--- config.mk ---
export PLATFORM = sky130hd
export DESIGN_NAME = epp_cycle_gate
export DESIGN_NICKNAME = d
export VERILOG_FILES = /design/src/rtl/epp_gate_pkg.sv /design/src/rtl/epp_mode_gate.sv /design/src/rtl/epp_byte_seq.sv /design/src/rtl/epp_lane_pack.sv /design/src/rtl/epp_timeout_flag.sv /design/src/rtl/epp_cycle_gate.sv
export SDC_FILE = /design/constraint.sdc
export NUM_CORES = 1
export LEC_CHECK = 0
export CORE_MARGIN = 2
export CORE_UTILIZATION = 55
export DETAILED_ROUTE_END_ITERATION = 8
export PLACE_DENSITY = 0.95
export SKIP_LAST_GASP = 1
export SYNTH_ARGS = -nofsm -noshare
export SYNTH_HDL_FRONTEND = slang
export SYNTH_SLANG_ARGS = --single-unit
--- constraint.sdc ---
create_clock -name clk_i -period 3.6 [get_ports clk_i]
set_clock_uncertainty 0.15 [all_clocks]
set_input_delay 0.72 -clock clk_i [delete_from_list [all_inputs] [get_ports clk_i]]
set_output_delay 0.72 -clock clk_i [all_outputs]
set_load 0.005 [all_outputs]
--- src/rtl/epp_gate_pkg.sv ---
package epp_gate_pkg;
  localparam logic [2:0] OFF_STATUS = 3'd1;
  localparam logic [2:0] OFF_ADDR   = 3'd3;
  localparam logic [2:0] OFF_DATA   = 3'd4;

  // control bits: dir=5, select=3, init=2, autolf=1, strobe=0
  localparam logic [7:0] CTRL_MASK  = 8'h2F;
  localparam logic [7:0] CTRL_IDLE_WR = 8'h04;
  localparam logic [7:0] CTRL_IDLE_RD = 8'h24;

  typedef enum logic [1:0] {
    SEQ_IDLE = 2'd0,
    SEQ_STB  = 2'd1,
    SEQ_GAP  = 2'd2
  } seq_state_e;
endpackage

--- src/rtl/epp_mode_gate.sv ---
module epp_mode_gate
  import epp_gate_pkg::*;
(
  input  logic [7:0] ctrl_i,
  input  logic       we_i,
  output logic       allow_o
);
  logic [7:0] masked;

  always_comb begin
    masked  = ctrl_i & CTRL_MASK;
    allow_o = we_i ? (masked == CTRL_IDLE_WR) : (masked == CTRL_IDLE_RD);
  end
endmodule

--- src/rtl/epp_byte_seq.sv ---
module epp_byte_seq
  import epp_gate_pkg::*;
#(
  parameter int IDX_W          = 2,
  parameter int TIMEOUT_CYCLES = 16
) (
  input  logic             clk_i,
  input  logic             rst_ni,
  input  logic             start_i,
  input  logic [IDX_W-1:0] last_idx_i,
  input  logic             ack_i,
  output logic             busy_o,
  output logic             stb_o,
  output logic [IDX_W-1:0] idx_o,
  output logic             take_o,
  output logic             fin_ok_o,
  output logic             fin_fail_o
);
  localparam int TMR_W = (TIMEOUT_CYCLES > 1) ? $clog2(TIMEOUT_CYCLES) : 1;
  localparam logic [TMR_W-1:0] TMR_LAST = TMR_W'(TIMEOUT_CYCLES - 1);

  seq_state_e       state_q;
  logic [IDX_W-1:0] idx_q;
  logic [TMR_W-1:0] tmr_q;
  logic             expired;

  always_comb begin
    busy_o     = (state_q != SEQ_IDLE);
    stb_o      = (state_q == SEQ_STB);
    idx_o      = idx_q;
    expired    = (tmr_q == TMR_LAST);
    take_o     = stb_o & ack_i;
    fin_ok_o   = take_o & (idx_q == last_idx_i);
    fin_fail_o = stb_o & ~ack_i & expired;
  end

  always_ff @(posedge clk_i or negedge rst_ni) begin
    if (!rst_ni) begin
      state_q <= SEQ_IDLE;
      idx_q   <= '0;
      tmr_q   <= '0;
    end else begin
      unique case (state_q)
        SEQ_IDLE: begin
          if (start_i) begin
            state_q <= SEQ_STB;
            idx_q   <= '0;
            tmr_q   <= '0;
          end
        end
        SEQ_STB: begin
          if (ack_i) begin
            state_q <= (idx_q == last_idx_i) ? SEQ_IDLE : SEQ_GAP;
          end else if (expired) begin
            state_q <= SEQ_IDLE;
          end else begin
            tmr_q <= tmr_q + 1'b1;
          end
        end
        SEQ_GAP: begin
          idx_q   <= idx_q + 1'b1;
          tmr_q   <= '0;
          state_q <= SEQ_STB;
        end
        default: state_q <= SEQ_IDLE;
      endcase
    end
  end
endmodule

--- src/rtl/epp_lane_pack.sv ---
module epp_lane_pack #(
  parameter int NB_MAX = 4,
  parameter int IDX_W  = 2
) (
  input  logic                clk_i,
  input  logic                rst_ni,
  input  logic                clear_i,
  input  logic                take_i,
  input  logic [IDX_W-1:0]    idx_i,
  input  logic [7:0]          byte_i,
  output logic [8*NB_MAX-1:0] merged_o
);
  for (genvar g = 0; g < NB_MAX; g++) begin : g_lane
    logic [7:0] lane_q;
    logic       hit;

    assign hit = take_i & (idx_i == IDX_W'(g));

    always_ff @(posedge clk_i or negedge rst_ni) begin
      if (!rst_ni)      lane_q <= '0;
      else if (clear_i) lane_q <= '0;
      else if (hit)     lane_q <= byte_i;
    end

    // last byte bypasses the register so completion sees it in the same edge
    assign merged_o[8*g +: 8] = hit ? byte_i : lane_q;
  end
endmodule

--- src/rtl/epp_timeout_flag.sv ---
module epp_timeout_flag (
  input  logic clk_i,
  input  logic rst_ni,
  input  logic set_i,
  input  logic clr_i,
  output logic flag_o
);
  always_ff @(posedge clk_i or negedge rst_ni) begin
    if (!rst_ni)     flag_o <= 1'b0;
    else if (set_i)  flag_o <= 1'b1;
    else if (clr_i)  flag_o <= 1'b0;
  end
endmodule

--- src/rtl/epp_cycle_gate.sv ---
module epp_cycle_gate
  import epp_gate_pkg::*;
#(
  parameter int ADDR_W         = 3,
  parameter int DATA_W         = 32,
  parameter int TIMEOUT_CYCLES = 16
) (
  input  logic              clk_i,
  input  logic              rst_ni,
  input  logic              req_i,
  input  logic              we_i,
  input  logic [ADDR_W-1:0] off_i,
  input  logic [1:0]        size_i,
  input  logic [DATA_W-1:0] wdata_i,
  input  logic [7:0]        ctrl_i,
  output logic              busy_o,
  output logic              done_o,
  output logic [DATA_W-1:0] rdata_o,
  output logic              timeout_o,
  output logic              epp_stb_o,
  output logic              epp_addr_o,
  output logic              epp_write_o,
  output logic [7:0]        epp_dout_o,
  input  logic [7:0]        epp_din_i,
  input  logic              epp_ack_i
);
  localparam int NB_MAX = DATA_W / 8;
  localparam int IDX_W  = (NB_MAX > 1) ? $clog2(NB_MAX) : 1;

  function automatic logic [IDX_W-1:0] size_last(input logic [1:0] sz);
    int n;
    n = (sz == 2'd0) ? 1 : (sz == 2'd1) ? 2 : 4;
    if (n > NB_MAX) n = NB_MAX;
    return IDX_W'(n - 1);
  endfunction

  function automatic logic [DATA_W-1:0] lane_ones(input logic [IDX_W-1:0] last);
    logic [DATA_W-1:0] m;
    m = '0;
    for (int b = 0; b < NB_MAX; b++) begin
      if (b <= int'(last)) m[8*b +: 8] = 8'hFF;
    end
    return m;
  endfunction

  logic              accept, is_addr, is_data, is_cyc, is_status, allow, start;
  logic [IDX_W-1:0]  req_last;
  logic              op_we_q, op_addr_q;
  logic [IDX_W-1:0]  op_last_q;
  logic [DATA_W-1:0] op_wdata_q;
  logic [IDX_W-1:0]  idx;
  logic              take, fin_ok, fin_fail, seq_busy, seq_stb;
  logic [DATA_W-1:0] merged;
  logic              tmo_clr;
  logic              done_q;
  logic [DATA_W-1:0] rdata_q;

  always_comb begin
    is_addr   = (off_i == ADDR_W'(OFF_ADDR));
    is_data   = (off_i == ADDR_W'(OFF_DATA));
    is_status = (off_i == ADDR_W'(OFF_STATUS));
    is_cyc    = is_addr | is_data;
    accept    = req_i & ~seq_busy;
    start     = accept & is_cyc & allow;
    req_last  = is_addr ? '0 : size_last(size_i);
    tmo_clr   = accept & is_status & we_i & wdata_i[0];
  end

  epp_mode_gate u_gate (
    .ctrl_i  (ctrl_i),
    .we_i    (we_i),
    .allow_o (allow)
  );

  always_ff @(posedge clk_i or negedge rst_ni) begin
    if (!rst_ni) begin
      op_we_q    <= 1'b0;
      op_addr_q  <= 1'b0;
      op_last_q  <= '0;
      op_wdata_q <= '0;
    end else if (start) begin
      op_we_q    <= we_i;
      op_addr_q  <= is_addr;
      op_last_q  <= req_last;
      op_wdata_q <= wdata_i;
    end
  end

  epp_byte_seq #(
    .IDX_W          (IDX_W),
    .TIMEOUT_CYCLES (TIMEOUT_CYCLES)
  ) u_seq (
    .clk_i      (clk_i),
    .rst_ni     (rst_ni),
    .start_i    (start),
    .last_idx_i (op_last_q),
    .ack_i      (epp_ack_i),
    .busy_o     (seq_busy),
    .stb_o      (seq_stb),
    .idx_o      (idx),
    .take_o     (take),
    .fin_ok_o   (fin_ok),
    .fin_fail_o (fin_fail)
  );

  epp_lane_pack #(
    .NB_MAX (NB_MAX),
    .IDX_W  (IDX_W)
  ) u_pack (
    .clk_i    (clk_i),
    .rst_ni   (rst_ni),
    .clear_i  (start),
    .take_i   (take & ~op_we_q),
    .idx_i    (idx),
    .byte_i   (epp_din_i),
    .merged_o (merged)
  );

  epp_timeout_flag u_tmo (
    .clk_i  (clk_i),
    .rst_ni (rst_ni),
    .set_i  (fin_fail),
    .clr_i  (tmo_clr),
    .flag_o (timeout_o)
  );

  always_ff @(posedge clk_i or negedge rst_ni) begin
    if (!rst_ni) begin
      done_q  <= 1'b0;
      rdata_q <= '0;
    end else begin
      done_q <= 1'b0;
      if (accept && !is_cyc) begin
        done_q  <= 1'b1;
        rdata_q <= (is_status && !we_i) ? {{(DATA_W-1){1'b0}}, timeout_o} : '0;
      end else if (accept && is_cyc && !allow) begin
        done_q  <= 1'b1;
        rdata_q <= we_i ? '0 : lane_ones(req_last);
      end else if (fin_ok) begin
        done_q  <= 1'b1;
        rdata_q <= op_we_q ? '0 : merged;
      end else if (fin_fail) begin
        done_q  <= 1'b1;
        rdata_q <= op_we_q ? '0 : lane_ones(op_last_q);
      end
    end
  end

  always_comb begin
    busy_o      = seq_busy;
    done_o      = done_q;
    rdata_o     = rdata_q;
    epp_stb_o   = seq_stb;
    epp_addr_o  = op_addr_q;
    epp_write_o = op_we_q;
    epp_dout_o  = op_wdata_q[8*idx +: 8];
  end
endmodule

==> impl_metrics.py <==
metrics = {
    "routing": {
        "wl_per_cell_um": 17.4,
        "viasPerCell": 5.72,
        "drc": 0,
        "wl_mm": 11.5,
        "drtIter0Drc": 263,
        "num_vias": 3795,
        "final_antenna_net_count": 0,
        "drtPass1Iterations": 5,
    },
    "clock_network": {
        "cts.repair.resized": 0,
        "ctsHoldBuffers": 0,
        "clockRootBuffer": "clkbuf_8",
        "clock_path_buffers": 2,
        "postCtsSetupBuffers": 0,
        "htreeDepth": 3,
        "clock_latency_ns": 0.37,
        "cts.clk_slew.worst_paths_ns": 0.10,
        "cts.sinks": 110,
        "cts_buffers": 9,
        "cts_tree": "done",
    },
    "min_path": {
        "hp-class": "input pin to asynchronous set/reset pin",
    },
    "yosys": {
        "ys_seq_elements": 110,
        "synth_nets": 518,
        "async_flop_share": 1.00,
        "seq_area_frac_synth": 0.551,
        "synth.distinct_cells": 53,
        "syn-cell-area_sq_um": 5000,
        "synth_area_per_cell_sq_um": 11.0,
        "synth_top_flop_cell": "dfrtp_1",
        "syn-instance-count": 455,
        "synth_warnings": 0,
        "synth_edf_count": 0,
    },
    "power": {
        "leakage_uw": 0.00307,
        "switchingPower_uw": 1290,
        "seqPwrFrac": 0.475,
        "switching_share": 0.339,
        "p_comb_frac": 0.343,
        "peakVddDrop_mv": 0.310,
        "intPower_uw": 2510,
        "clkPwrFrac": 0.182,
        "power.density_nw_per_um2": 606,
    },
    "layout": {
        "fin_nets": 614,
        "nFillCells": 566,
        "seq_area_sq_um": 2750,
        "syn_to_final_growth_pct": 25.4,
        "fin_util": 0.715,
        "drive_gt1_frac": 0.0991,
        "multi_input_area_sq_um": 2100,
        "diodes": 0,
    },
    "die": {
        "start_util": 0.570,
        "pin_count": 104,
        "coreArea_sq_um": 8760,
        "die_w_um": 99.3,
        "rows": 34,
        "die_area_sq_um": 9860,
        "die_height_um": 99.3,
    },
    "critical_path": {
        "critPathArrivalTime_ns": 2.24,
        "crit_path_end_kind": "output port",
        "r2r_slack_ns": 0.96,
        "r2r-start": "u_seq.idx_o[0]",
        "critPathMaxFanout": 12,
        "r2r_cells": 5,
        "crit_required_ns": 2.73,
        "startpoint_type": "flop",
        "r2r_end": "rdata_o[16]",
        "worstSetupPathType": "flop to output port",
    },
    "placed_design": {
        "globalplace.congestion": 0.830,
        "hpwlAfterDp_mm": 8.22,
        "place_worst_setup_slack_ns": 0.456,
        "port_buffers": 100,
    },
    "grt": {
        "grt_pass1_wl_mm": 19.2,
        "antenna_found_initial": 0,
        "overflow": 0,
        "track_usage": 0.248,
        "grt_max_degree": 76,
        "grt_pass1_vias": 3980,
    },
    "timing": {
        "whs_ns": 0.311,
        "slew_viol_final": 0,
        "slew_headroom": 0.402,
        "setup_tns_ns": 0,
        "final.setup.worst_slack_ns": 0.489,
        "period_minus_slack_ns": 3.11,
        "finalHoldViolations": 0,
        "rsz0062_at_grt": "false",
        "min_period_over_period": 0.864,
        "fmax_mhz": 321,
        "tightest_slew_ns": 0.897,
        "setup_violations": 0,
    },
    "flow_run": {
        "cap_viol_max_count": 0,
    },
    "outcome": {
        "outcome": "completed",
    },
}
==> critical path: stages, from the launching register on <==
cell,delay [ns]
dfrtp_1,0.78
mux4_2,0.60
clkdlybuf4s50_1,0.50
==> sequential cells by signal, summed over array words and instances, names as in the netlist <==
name,count
u_seq.state_q,2
epp_write_o,1
op_last_q,2
done_o,1
u_seq.idx_o,2
epp_addr_o,1
u_tmo.flag_o,1
u_seq.tmr_q,4
op_wdata_q,32
rdata_o,32
u_pack.g_lane.lane_q,32
==> cells in the mapped netlist (3+ instances only) <==
library cell | number | area share
nand2_1 | 102 | 0.077
o21ai_0 | 20 | 0.020
xnor2_1 | 3 | 0.0053
nand2_2 | 5 | 0.0063
o2bb2ai_1 | 15 | 0.026
mux2i_1 | 33 | 0.066
nand2b_1 | 3 | 0.0038
clkbuf_1 | 9 | 0.0068
o21ai_1 | 3 | 0.0030
o21a_1 | 17 | 0.026
nor2_1 | 36 | 0.027
nand3_1 | 8 | 0.0080
buf_2 | 8 | 0.0080
inv_1 | 10 | 0.0075
a22o_1 | 12 | 0.021
dfrtp_1 | 110 | 0.55
mux4_2 | 8 | 0.036
ha_1 | 5 | 0.013
a22oi_1 | 3 | 0.0045
a22o_2 | 4 | 0.0080
a21oi_1 | 3 | 0.0030
==> area by class of cell <==
cell class	instances	area share
well taps	108	0.0216
inverters	10	0.00599
clock buffers	10	0.0220
repair buffers	107	0.170
flip-flops and latches	110	0.439
clock inverters	5	0.00699
multi-input cells	313	0.335
==> worst max-delay path by stage <==
stage / depth (start not counted) / end / from / slack [ns]
after floorplan: 2 / epp_dout_o[0] / u_seq.idx_o[0] / 1.29
after global placement: 7 / epp_addr_o / req_i / 0.54
after detailed placement: 6 / rdata_o[27] / ctrl_i[3] / 0.46
after CTS: 2 / epp_dout_o[6] / u_seq.idx_o[0] / 0.45
after global routing: 2 / epp_dout_o[6] / u_seq.idx_o[0] / 0.39
final: 2 / epp_dout_o[6] / u_seq.idx_o[0] / 0.49
==> kinds of logic (layout without fill, tap and decap cells) <==
| kind of cell | count (synthesis) | after routing | synth area share |
|---|---|---|---|
| simple gates | 171 | 171 | 0.153 |
| xor+xnor | 4 | 4 | 0.00701 |
| buf+inv | 32 | 132 | 0.0308 |
| flops | 110 | 110 | 0.551 |
| mux | 41 | 41 | 0.102 |
| fa+ha+maj | 5 | 5 | 0.0125 |
| compound gates | 92 | 92 | 0.143 |
==> metal layers <==
| metal | global-route usage | wire length [um] | vias to the layer above |
|---|---|---|---|
| met5 | 0 | 0 | - |
| met4 | 0.110 | 250 | 0 |
| met3 | 0.0408 | 580 | 21 |
| met2 | 0.419 | 5990 | 121 |
| met1 | 0.316 | 4700 | 1886 |
| li1 | - | - | 1767 |
==> layout by cell type, fill, tap and decap left out, types with 4 or more instances in the layout <==
cell,instances
nand2_2,5
nand2_1,102
mux2i_1,33
a22o_2,4
ha_1,5
dfrtp_1,110
nor2_1,36
mux4_2,8
inv_1,10
clkbuf_8,10
a22o_1,12
clkdlybuf4s50_1,99
nand3_1,8
o2bb2ai_1,15
o21a_1,17
buf_4,7
o21ai_0,20
==> power groups by stage <==
stage	Clock [uW]	Sequential [uW]	Combinational, uW
final	691	1810	1300
after global routing	749	1850	1440
after CTS	708	1810	1310
after detailed placement	0	1830	1290
after global placement	0	1800	1230
after floorplan	0	1740	796
==> metrics by stage <==
step                cell area [sq um]  power [uW]  std cells
floorplan                        5000        2540        455
global placement                 6090        3030        648
detailed placement               6090        3120        648
CTS                              6270        3830        663
global route                     6270        4040        663
finish                           6270        3800        663
(Power assumes the default switching activity.)
